==> src/rtl/lrt_pkg.sv <==
package lrt_pkg;
  typedef enum logic [3:0] {
    K_LOAD      = 4'd0,
    K_IFETCH    = 4'd1,
    K_STORE     = 4'd2,
    K_RMW_RD    = 4'd3,
    K_RMW_WR    = 4'd4,
    K_LL        = 4'd5,
    K_SC        = 4'd6,
    K_LOCKED_RD = 4'd7,
    K_LOCKED_WR = 4'd8,
    K_FLUSH     = 4'd9
  } req_kind_e;

  typedef enum logic [1:0] {
    ST_NONE   = 2'b00,
    ST_ISSUED = 2'b01,
    ST_ALIAS  = 2'b10,
    ST_FULL   = 2'b11
  } rsp_status_e;

  // only plain loads and instruction fetches are read class
  function automatic logic is_write_class(input logic [3:0] kind);
    return !((kind == K_LOAD) || (kind == K_IFETCH));
  endfunction
endpackage

==> src/rtl/lrt_line_table.sv <==
module lrt_line_table #(
  parameter int DEPTH  = 4,
  parameter int TAG_W  = 26,
  parameter int AGE_W  = 10,
  parameter int THRESH = 100,
  localparam int OCC_W = $clog2(DEPTH + 1)
) (
  input  logic             clk,
  input  logic             rst_n,
  input  logic [TAG_W-1:0] look_tag,
  output logic             look_hit,
  output logic             full,
  input  logic             ins_en,
  input  logic [AGE_W-1:0] now,
  input  logic             del_en,
  input  logic [TAG_W-1:0] del_tag,
  output logic             del_hit,
  output logic [OCC_W-1:0] occ,
  output logic             any_old
);
  localparam int IDX_W = (DEPTH > 1) ? $clog2(DEPTH) : 1;

  logic [DEPTH-1:0] valid;
  logic [TAG_W-1:0] tag   [DEPTH];
  logic [AGE_W-1:0] issue [DEPTH];
  logic [DEPTH-1:0] look_match, del_match, old_vec;
  logic [IDX_W-1:0] free_idx;

  function automatic logic [AGE_W-1:0] age_of(input logic [AGE_W-1:0] t_now,
                                               input logic [AGE_W-1:0] t_iss);
    return t_now - t_iss;
  endfunction

  for (genvar i = 0; i < DEPTH; i++) begin : g_cmp
    assign look_match[i] = valid[i] && (tag[i] == look_tag);
    assign del_match[i]  = valid[i] && (tag[i] == del_tag);
    assign old_vec[i]    = valid[i] && (age_of(now, issue[i]) >= AGE_W'(THRESH));
  end

  assign look_hit = |look_match;
  assign del_hit  = |del_match;
  assign full     = &valid;
  assign any_old  = |old_vec;

  always_comb begin
    free_idx = '0;
    for (int i = DEPTH - 1; i >= 0; i--) begin
      if (!valid[i]) free_idx = IDX_W'(i);
    end
  end

  always_comb begin
    occ = '0;
    for (int i = 0; i < DEPTH; i++) occ = occ + OCC_W'(valid[i]);
  end

  for (genvar i = 0; i < DEPTH; i++) begin : g_ent
    always_ff @(posedge clk) begin
      if (!rst_n) begin
        valid[i] <= 1'b0;
        tag[i]   <= '0;
        issue[i] <= '0;
      end else if (ins_en && !full && (free_idx == IDX_W'(i))) begin
        valid[i] <= 1'b1;
        tag[i]   <= look_tag;
        issue[i] <= now;
      end else if (del_en && del_match[i]) begin
        valid[i] <= 1'b0;
      end
    end
  end

  AST_INS_ROOM: assert property (@(posedge clk) disable iff (!rst_n)
    ins_en |-> !full) else $error("insert into full table");
  AST_DEL_DROPS: assert property (@(posedge clk) disable iff (!rst_n)
    (del_en && del_hit && !ins_en) |=> (occ == $past(occ) - OCC_W'(1))) else $error("delete kept entry");
endmodule

==> src/rtl/lrt_watchdog.sv <==
module lrt_watchdog #(
  parameter int WDOG_CYC = 1000,
  localparam int TMR_W = $clog2(WDOG_CYC + 1)
) (
  input  logic clk,
  input  logic rst_n,
  input  logic arm_req,
  input  logic busy,
  input  logic any_old,
  output logic deadlock
);
  logic             armed;
  logic [TMR_W-1:0] timer;
  logic             fire;

  assign fire = armed && (timer == '0);

  always_ff @(posedge clk) begin
    if (!rst_n) begin
      armed    <= 1'b0;
      timer    <= '0;
      deadlock <= 1'b0;
    end else if (fire) begin
      if (any_old) deadlock <= 1'b1;
      if (busy || arm_req) timer <= TMR_W'(WDOG_CYC - 1);
      else armed <= 1'b0;
    end else if (armed) begin
      timer <= timer - TMR_W'(1);
    end else if (arm_req) begin
      armed <= 1'b1;
      timer <= TMR_W'(WDOG_CYC - 1);
    end
  end

  AST_IDLE_DISARM: assert property (@(posedge clk) disable iff (!rst_n)
    (fire && !busy && !arm_req) |=> !armed) else $error("watchdog stayed armed");
  AST_DEADLOCK_STICKY: assert property (@(posedge clk) disable iff (!rst_n)
    deadlock |=> deadlock) else $error("deadlock flag dropped");
  AST_OLD_FLAGS: assert property (@(posedge clk) disable iff (!rst_n)
    (fire && any_old) |=> deadlock) else $error("old entry missed");
endmodule

==> src/rtl/line_req_tracker.sv <==
module line_req_tracker
  import lrt_pkg::*;
#(
  parameter int ADDR_W     = 32,
  parameter int LINE_BYTES = 64,
  parameter int RD_DEPTH   = 4,
  parameter int WR_DEPTH   = 4,
  parameter int MAX_OUT    = 6,
  parameter int WDOG_CYC   = 1000,
  parameter int CNT_W      = 16,
  localparam int OFF_W = $clog2(LINE_BYTES),
  localparam int TAG_W = ADDR_W - OFF_W,
  localparam int OUT_W = $clog2(MAX_OUT + 1),
  localparam int AGE_W = $clog2(WDOG_CYC + 1) + 2
) (
  input  logic              clk,
  input  logic              rst_n,
  input  logic              req_valid,
  input  logic [3:0]        req_kind,
  input  logic [ADDR_W-1:0] req_addr,
  output logic [1:0]        rsp_status,
  input  logic              rd_done,
  input  logic [ADDR_W-1:0] rd_done_addr,
  input  logic              wr_done,
  input  logic [ADDR_W-1:0] wr_done_addr,
  output logic [OUT_W-1:0]  outstanding,
  output logic [CNT_W-1:0]  stall_st_ld,
  output logic [CNT_W-1:0]  stall_st_st,
  output logic [CNT_W-1:0]  stall_ld_st,
  output logic [CNT_W-1:0]  stall_ld_ld,
  output logic              deadlock,
  output logic              proto_err
);
  localparam int RD_OCC_W = $clog2(RD_DEPTH + 1);
  localparam int WR_OCC_W = $clog2(WR_DEPTH + 1);

  function automatic logic [TAG_W-1:0] line_tag(input logic [ADDR_W-1:0] a);
    return a[ADDR_W-1:OFF_W];
  endfunction

  logic [TAG_W-1:0]    req_tag;
  logic                wr_cls, rd_hit, wr_hit, rd_full, wr_full;
  logic                rd_del_hit, wr_del_hit, rd_old, wr_old;
  logic [RD_OCC_W-1:0] rd_occ;
  logic [WR_OCC_W-1:0] wr_occ;
  logic [AGE_W-1:0]    now;
  rsp_status_e         status;
  logic                accept, rd_ins, wr_ins, rd_free, wr_free;
  logic                count_full, tgt_full, stray;

  assign req_tag    = line_tag(req_addr);
  assign wr_cls     = is_write_class(req_kind);
  assign count_full = (int'(outstanding) >= MAX_OUT);
  assign tgt_full   = wr_cls ? wr_full : rd_full;

  always_comb begin
    if (!req_valid)                 status = ST_NONE;
    else if (count_full)            status = ST_FULL;
    else if (rd_hit || wr_hit)      status = ST_ALIAS;
    else if (tgt_full)              status = ST_FULL;
    else                            status = ST_ISSUED;
  end

  assign rsp_status = status;
  assign accept     = (status == ST_ISSUED);
  assign rd_ins     = accept && !wr_cls;
  assign wr_ins     = accept && wr_cls;
  assign rd_free    = rd_done && rd_del_hit;
  assign wr_free    = wr_done && wr_del_hit;
  assign stray      = (rd_done && !rd_del_hit) || (wr_done && !wr_del_hit);

  lrt_line_table #(.DEPTH(RD_DEPTH), .TAG_W(TAG_W), .AGE_W(AGE_W), .THRESH(WDOG_CYC)) u_rd_tab (
    .clk(clk), .rst_n(rst_n), .look_tag(req_tag), .look_hit(rd_hit), .full(rd_full),
    .ins_en(rd_ins), .now(now), .del_en(rd_done), .del_tag(line_tag(rd_done_addr)),
    .del_hit(rd_del_hit), .occ(rd_occ), .any_old(rd_old));

  lrt_line_table #(.DEPTH(WR_DEPTH), .TAG_W(TAG_W), .AGE_W(AGE_W), .THRESH(WDOG_CYC)) u_wr_tab (
    .clk(clk), .rst_n(rst_n), .look_tag(req_tag), .look_hit(wr_hit), .full(wr_full),
    .ins_en(wr_ins), .now(now), .del_en(wr_done), .del_tag(line_tag(wr_done_addr)),
    .del_hit(wr_del_hit), .occ(wr_occ), .any_old(wr_old));

  lrt_watchdog #(.WDOG_CYC(WDOG_CYC)) u_wdog (
    .clk(clk), .rst_n(rst_n), .arm_req(accept), .busy(outstanding != '0),
    .any_old(rd_old || wr_old), .deadlock(deadlock));

  always_ff @(posedge clk) begin
    if (!rst_n) begin
      now         <= '0;
      outstanding <= '0;
      proto_err   <= 1'b0;
      stall_st_ld <= '0;
      stall_st_st <= '0;
      stall_ld_st <= '0;
      stall_ld_ld <= '0;
    end else begin
      now         <= now + AGE_W'(1);
      outstanding <= outstanding + OUT_W'(accept) - OUT_W'(rd_free) - OUT_W'(wr_free);
      if (stray) proto_err <= 1'b1;
      if (status == ST_ALIAS) begin
        if (wr_cls && rd_hit)        stall_st_ld <= stall_st_ld + CNT_W'(1);
        else if (wr_cls)             stall_st_st <= stall_st_st + CNT_W'(1);
        else if (wr_hit)             stall_ld_st <= stall_ld_st + CNT_W'(1);
        else                         stall_ld_ld <= stall_ld_ld + CNT_W'(1);
      end
    end
  end

  AST_COUNT_MATCH: assert property (@(posedge clk) disable iff (!rst_n)
    int'(outstanding) == int'(rd_occ) + int'(wr_occ)) else $error("count mismatch");
  AST_FULL_FIRST: assert property (@(posedge clk) disable iff (!rst_n)
    (req_valid && int'(outstanding) >= MAX_OUT) |-> (rsp_status == ST_FULL)) else $error("limit ignored");
  AST_NO_OVERFLOW: assert property (@(posedge clk) disable iff (!rst_n)
    int'(outstanding) <= MAX_OUT) else $error("count overflow");
  AST_ALIAS_COUNTS: assert property (@(posedge clk) disable iff (!rst_n)
    (rsp_status == ST_ALIAS) |=>
      (int'(stall_st_ld) + int'(stall_st_st) + int'(stall_ld_st) + int'(stall_ld_ld) ==
       int'($past(stall_st_ld)) + int'($past(stall_st_st)) + int'($past(stall_ld_st)) +
       int'($past(stall_ld_ld)) + 1)) else $error("alias not counted");
  AST_PROTO_STICKY: assert property (@(posedge clk) disable iff (!rst_n)
    proto_err |=> proto_err) else $error("proto flag dropped");
endmodule

==> config.mk <==
export PLATFORM = sky130hd
export DESIGN_NAME = line_req_tracker
export DESIGN_NICKNAME = d
export VERILOG_FILES = /design/src/rtl/lrt_pkg.sv /design/src/rtl/lrt_line_table.sv /design/src/rtl/lrt_watchdog.sv /design/src/rtl/line_req_tracker.sv
export SDC_FILE = /design/constraint.sdc
export NUM_CORES = 1
export LEC_CHECK = 0
export BUFFER_PORTS_ARGS = -buffer_cell sky130_fd_sc_hd__clkbuf_2
export CORE_ASPECT_RATIO = 0.75
export CORE_MARGIN = 2
export CORE_UTILIZATION = 55
export DETAILED_ROUTE_END_ITERATION = 16
export GPL_TIMING_DRIVEN = 0
export PLACE_DENSITY_LB_ADDON = 0.08
export SETUP_SLACK_MARGIN = 0.02
export SKIP_CTS_REPAIR_TIMING = 1
export SLEW_MARGIN = 20
export SYNTH_ARGS = -nofsm -noshare
export SYNTH_HDL_FRONTEND = slang
export SYNTH_SLANG_ARGS = --single-unit
==> constraint.sdc <==
create_clock -name clk -period 5.85 [get_ports clk]
set_input_delay 0.585 -clock clk [delete_from_list [all_inputs] [get_ports clk]]
set_output_delay 0.585 -clock clk [all_outputs]
set_load 0.005 [all_outputs]
======== Word level (Yosys, flattened, before mapping) ========
Memory sizes are Yosys's and may differ from the RTL's.
Index checks and enable logic that the tools add are counted.
Widths: inputs -> output; s select.
operators by class
  add/sub/neg operators ................... 17
  magnitude comparators ................... 9
  equal/unequal tests ..................... 27
  muxes and demuxes ....................... 78
  bitwise gates (word level) .............. 19
  reduce and logical (&&, ||, !) cells .... 88
operator list
  cell                   number
  $eq 26x26->1           16
  $mux 26                8
  $ge 12x10->1 const B   8
  $mux 12                8
  $sub 12x12->12         8
  $add 16x1->16 const B  4
  $logic_and 1x1->1      50
  $mux 1                 46
  $mux 10                4
  $mux 2                 12
  $reduce_or 4->1        6
  $or 1x1->1             16
  $reduce_and 4->1       4
  $reduce_bool 2->1      8
  $add 12x1->12 const B  1
  $eq 2x2->1 const B     5
  $logic_not 10->1       1
  $sub 10x1->10 const B  1
  $eq 2x1->1 const B     3
  $reduce_and 2->1       3
  $reduce_bool 3->1      2
  $sub 3x1->3            2
  $logic_not 1->1        5
  $logic_or 1x1->1       5
  other kinds (8)        12
word-level totals
  flip-flop bits (word level) ............. 100
  RAM bits ................................ 304
  input port bits ......................... 105
  output and inout port bits .............. 71
  word-level logic and storage cells ...... 260
  memories ................................ 4
memories
  name            depth  width  read ports  clocked after memory_dff  wr ports  line                  RTL
  u_rd_tab.tag    4      26     4           0                         4         lrt_line_table.sv:24  logic [TAG_W-1:0] tag [DEPTH];
  u_wr_tab.tag    4      26     4           0                         4         lrt_line_table.sv:24
  u_rd_tab.issue  4      12     4           0                         4         lrt_line_table.sv:25  logic [AGE_W-1:0] issue [DEPTH];
  u_wr_tab.issue  4      12     4           0                         4         lrt_line_table.sv:25

======== Longest topological paths before layout ========
  depth after elaboration ................. 15
  depth in mapped cells ................... 15
  depth with buffers taken out ............ 14

======== By module ========
Synthesis repeated with hierarchy kept, for this count alone.
second synthesis, totals
  cells, all modules ...................... 2530
  area, all modules ....................... 25698.4 sq um
by module, submodules not included
  module                     times used  cells an instance  area each (sq um)  seq. area each (sq um)
  lrt_line_table (u_rd_tab)  1           1011               10588.9            4644.5
  lrt_line_table (u_wr_tab)  1           993                10552.6            4644.5
  line_req_tracker           1           451                3897.5             1601.5
  lrt_watchdog               1           75                 659.4              240.2

======== Worst setup path before layout ========
OpenSTA, ideal clock, no wires.
  path kind ............................... input-to-reg
  from .................................... input port req_addr[25]
  to ...................................... memory u_rd_tab.issue[3][0] in the netlist's numbering (enable)
  setup time .............................. 0.486 ns
  arrival ................................. 4.947 ns
  required time ........................... 5.364 ns
  slack ................................... 0.417 ns
  stages on the path ...................... 10
  buffers on the path ..................... 2
  cells stage by stage .................... buf_4 > buf_4 > xnor2_1 > nand4_1 > nor3_1 > a22oi_1 > nand2_2 > nor4_4 > nand4_4 > o21ai_0
RTL lines
  item         line                    RTL
  from (decl)  line_req_tracker.sv:20  input logic [ADDR_W-1:0] req_addr,
  to (decl)    lrt_line_table.sv:25

======== Worst setup path after layout ========
  from .................................... register now[1]
  to ...................................... register u_wdog.deadlock
on the way
  longest elaborated chain between the ends .. 6
  elaborated cells on any way between the ends .. 28
  classes of those cells .................. add/sub (8); order compare (8); reduce/logical (12)
RTL lines
  item                          line                    RTL
  from (decl)                   line_req_tracker.sv:46  logic [AGE_W-1:0] now;
  from (signal assigned)        line_req_tracker.sv:96  now <= now + AGE_W'(1);
  $sub 12x12->12                lrt_line_table.sv:31    return t_now - t_iss;
  $ge 12x10->1                  lrt_line_table.sv:37    assign old_vec[i] = valid[i] && (age_of(now, issue[i]) >= AGE_W'(THRESH));
  $logic_and 1x1->1             lrt_line_table.sv:37
  $reduce_or 4->1               lrt_line_table.sv:43    assign any_old = |old_vec;
  $logic_or 1x1->1 *            line_req_tracker.sv:84  .any_old(rd_old || wr_old), .deadlock(deadlock));
  $reduce_and 2->1 (no line) *  n/a
  to (signal assigned)          lrt_watchdog.sv:22      deadlock <= 1'b0;
  to (signal assigned)          lrt_watchdog.sv:24      if (any_old) deadlock <= 1'b1;
  to (decl)                     lrt_watchdog.sv:10      output logic deadlock
Mark *: on every way between the ends. The rest lies on a longest branch, timed or not.
A chain may end at the register's enable or synchronous reset.

==> flow_summary.toml <==
[floorplan]
start_util_pct = 55.4
core_area_sq_um = 47100
die_h_um = 193
ios = 176
die_x_um = 255
placementRows = 69
die_area_sq_um = 49200

[global_routing]
grt_pass1_wl_mm = 130
grt_usage_pct = 35.9
grt_max_degree = 27
overflow = 0
grt_pass1_vias = 20044
antenna_found_initial = 3

[synth]
yosys_warnings = 0
seq_area_frac_synth_pct = 42.7
syn_area_sq_um = 26100
ys_types = 86
async_flop_share_pct = 0
ys_ff_latch = 404
synth-main-ff-cell = "edfxtp_1"
synth_edf_count = 304
syn_avg_cell_area_sq_um = 10.3
synth_nets = 2755
synthCells = 2543

[route]
drt_iter0_markers = 2369
wirelength_mm = 89.2
via_per_inst = 6.22
drt_pass1_iterations = 5
vias = 21177
drtAntennaViolNets = 0
drc = 0
wire_per_inst_um = 26.2

[clock_network]
cts_root_buf = "clkbuf_16"
clock-sinks = 404
clk_latency_ns = 0.60
cts_tree = "done"
cts_buffers = 44
htree_num_levels = 2
clockBufferDepth = 3
clkTransAtPathRegs_ns = 0.06

[min_path]
hp-start = "rst_n"
holdPathEnd = "stall_st_ld[14]$_SDFFE_PN0P_"
worstHoldPathType = "in2reg"
hold_path_depth = 3

[power_and_ir_drop]
powerDensity_nw_per_um2 = 245
p_leak_uw = 0.0111
power.total_uw = 7190
peakVddDrop_mv = 0.209

[critical_path]
path_max_fanout = 14
reg2reg_to = "u_wdog.deadlock$_SDFFE_PN0P_"
cp.required_ns = 6.33
crit_path_start_kind = "flip-flop"
crit_type = "reg2reg"
end_kind = "flip-flop"
ff2ff_path_depth = 11
cp.arrival_ns = 5.22
worst-r2r-setup-slack_ns = 1.10
r2r_start = "now[1]$_SDFF_PN0_"

[placement]
gp_congestion = 1.04
dp_hpwl_mm = 64.2
port_buffers = 125

[finish]
drive_gt1_share_pct = 11.8
synthToLayoutAreaGrowth_pct = 12.6
nFillCells = 3906
finalNetCount = 2941

[sta]
period_needed_ns = 4.75
fin_skew_ns = 0.0224
fin_crit_sh_pct = 81.1
rsz0062_at_grt = "no"
slew_violations = 0
finalSetupTns_ns = 0
hold_viol_final = 0
tightest_slew_ns = 0.954
finalSetupViolations = 0
max-slew-margin-rel_pct = 36.4
max_freq_ghz = 0.211

[job]
maxCapViolCount = 0

[outcome]
status = "complete, no violations"
==> kinds of logic (layout without fill, tap and decap cells) <==
group                      Yosys count  count (layout)  share of synthesized area [%]
and+or+nand+nor                    960             960                           21.5
xor gates and xnor gates           511             511                           17.2
DFF                                404             404                           42.7
AOI/OAI and AO/OA                  300             300                           7.81
buffers and inverters              245             467                           4.77
adders and majority gates          107             107                           5.39
muxes                               16              16                          0.619
other                                0               2                              0
==> cells in the mapped netlist, types with 16 or more instances <==
library cell	n	area, sq um
xnor2_1	361	3160
and2_1	310	1940
edfxtp_1	304	9130
nand4_1	160	1000
xor2_1	149	1310
inv_1	115	432
nor2_1	115	432
dfxtp_1	100	2000
ha_1	98	1230
nand2_1	71	267
nor4_1	71	444
a21oi_1	66	330
o21ai_0	62	310
clkbuf_1	56	210
nand3_1	49	245
nor3_1	45	225
buf_4	35	263
o21a_1	32	240
and3_1	29	181
buf_6	22	248
nand2b_1	17	106
or3_1	16	100
==> worst max path at each step <==
stage | start | to | slack (ns) | depth (start not counted)
4_1_cts | now[1]$_SDFF_PN0_ | u_wdog.deadlock$_SDFFE_PN0P_ | 1.21 | 11
2_1_floorplan | req_addr[25] | u_rd_tab.issue[3][0]$_SDFFCE_PN0P_ | 0.42 | 10
3_3_place_gp | req_addr[25] | u_rd_tab.tag[0][7]$_SDFFCE_PN0P_ | -2.23 | 10
5_1_grt | now[1]$_SDFF_PN0_ | u_wdog.deadlock$_SDFFE_PN0P_ | 0.91 | 11
3_5_place_dp | req_addr[16] | u_wr_tab.issue[2][9]$_SDFFCE_PN0P_ | 0.96 | 12
6_report | now[1]$_SDFF_PN0_ | u_wdog.deadlock$_SDFFE_PN0P_ | 1.10 | 11
==> placed cells by master, fill, tap and decap left out, drive strengths merged, types with 73 or more instances in the layout <==
master	instances
dfxtp	100
nor2	115
nand4	161
buf	85
nor4	74
nand2	73
clkbuf	240
inv	118
edfxtp	304
ha	98
xor2	150
xnor2	361
and2	310
==> worst max-delay path, stage by stage, from the launching register on <==
cell       delay (ns)
dfxtp_1          0.87
inv_1            0.67
fa_1             0.58
nand2b_1         0.18
a21oi_1          0.29
o22ai_2          0.14
xnor2_1          0.16
and4b_1          0.27
a2111oi_2        0.52
nand4_1          0.20
or4_1            0.48
o31a_1           0.26
==> layer usage <==
| metal | track usage, % | wire (um) | share of wire, % | vias up |
|---|---|---|---|---|
| met4 | 13.6 | 3260 | 3.7 | 0 |
| met5 | 0 | 0 | 0 | - |
| li1 | - | - | - | 9441 |
| met1 | 51.0 | 38100 | 43 | 10389 |
| met3 | 7.74 | 10100 | 11 | 197 |
| met2 | 53.7 | 37700 | 42 | 1150 |
==> layout make-up <==
cell class / count / area, sq um / share of cell area, %
Multi-Input combinational cell: 1894 / 13800 / 47.0
Sequential cell: 404 / 11100 / 37.9
Clock buffer: 56 / 1220 / 4.15
Timing Repair Buffer: 140 / 908 / 3.09
Buffer: 129 / 811 / 2.76
Tap cell: 639 / 800 / 2.72
Inverter: 116 / 435 / 1.48
Clock inverter: 26 / 241 / 0.823
Antenna cell: 2 / 5.00 / 0.0171
==> per-stage QoR <==
step	util [%]	std cells	worst slack, ns	hold slack (ns)	area, sq um
after global routing	62.4	3404	0.907	0.331	29300
after floorplan	-	2543	0.417	0.439	26100
after CTS	62.4	3404	1.21	0.307	29300
final	62.4	3406	1.10	0.326	29400
after global placement	58.5	3307	-2.23	0.456	27500
after detailed placement	59.3	3322	0.962	0.454	27900
==> power breakdown <==
group | total [uW] | switching, uW | internal, uW
clock | 2890 | 1240 | 1650
combinational | 1010 | 627 | 384
sequential | 3290 | 105 | 3190
total | 7190 | 1970 | 5230
==> registers in the layout, summed over array words and instances (netlist names), 10 cells and up <==
signal          flops
now                12
stall_ld_ld        16
stall_ld_st        16
stall_st_ld        16
stall_st_st        16
u_rd_tab.issue     48
u_rd_tab.tag      104
u_wdog.timer       10
u_wr_tab.issue     48
u_wr_tab.tag      104
Note: power is estimated with default switching activity, not from simulation.
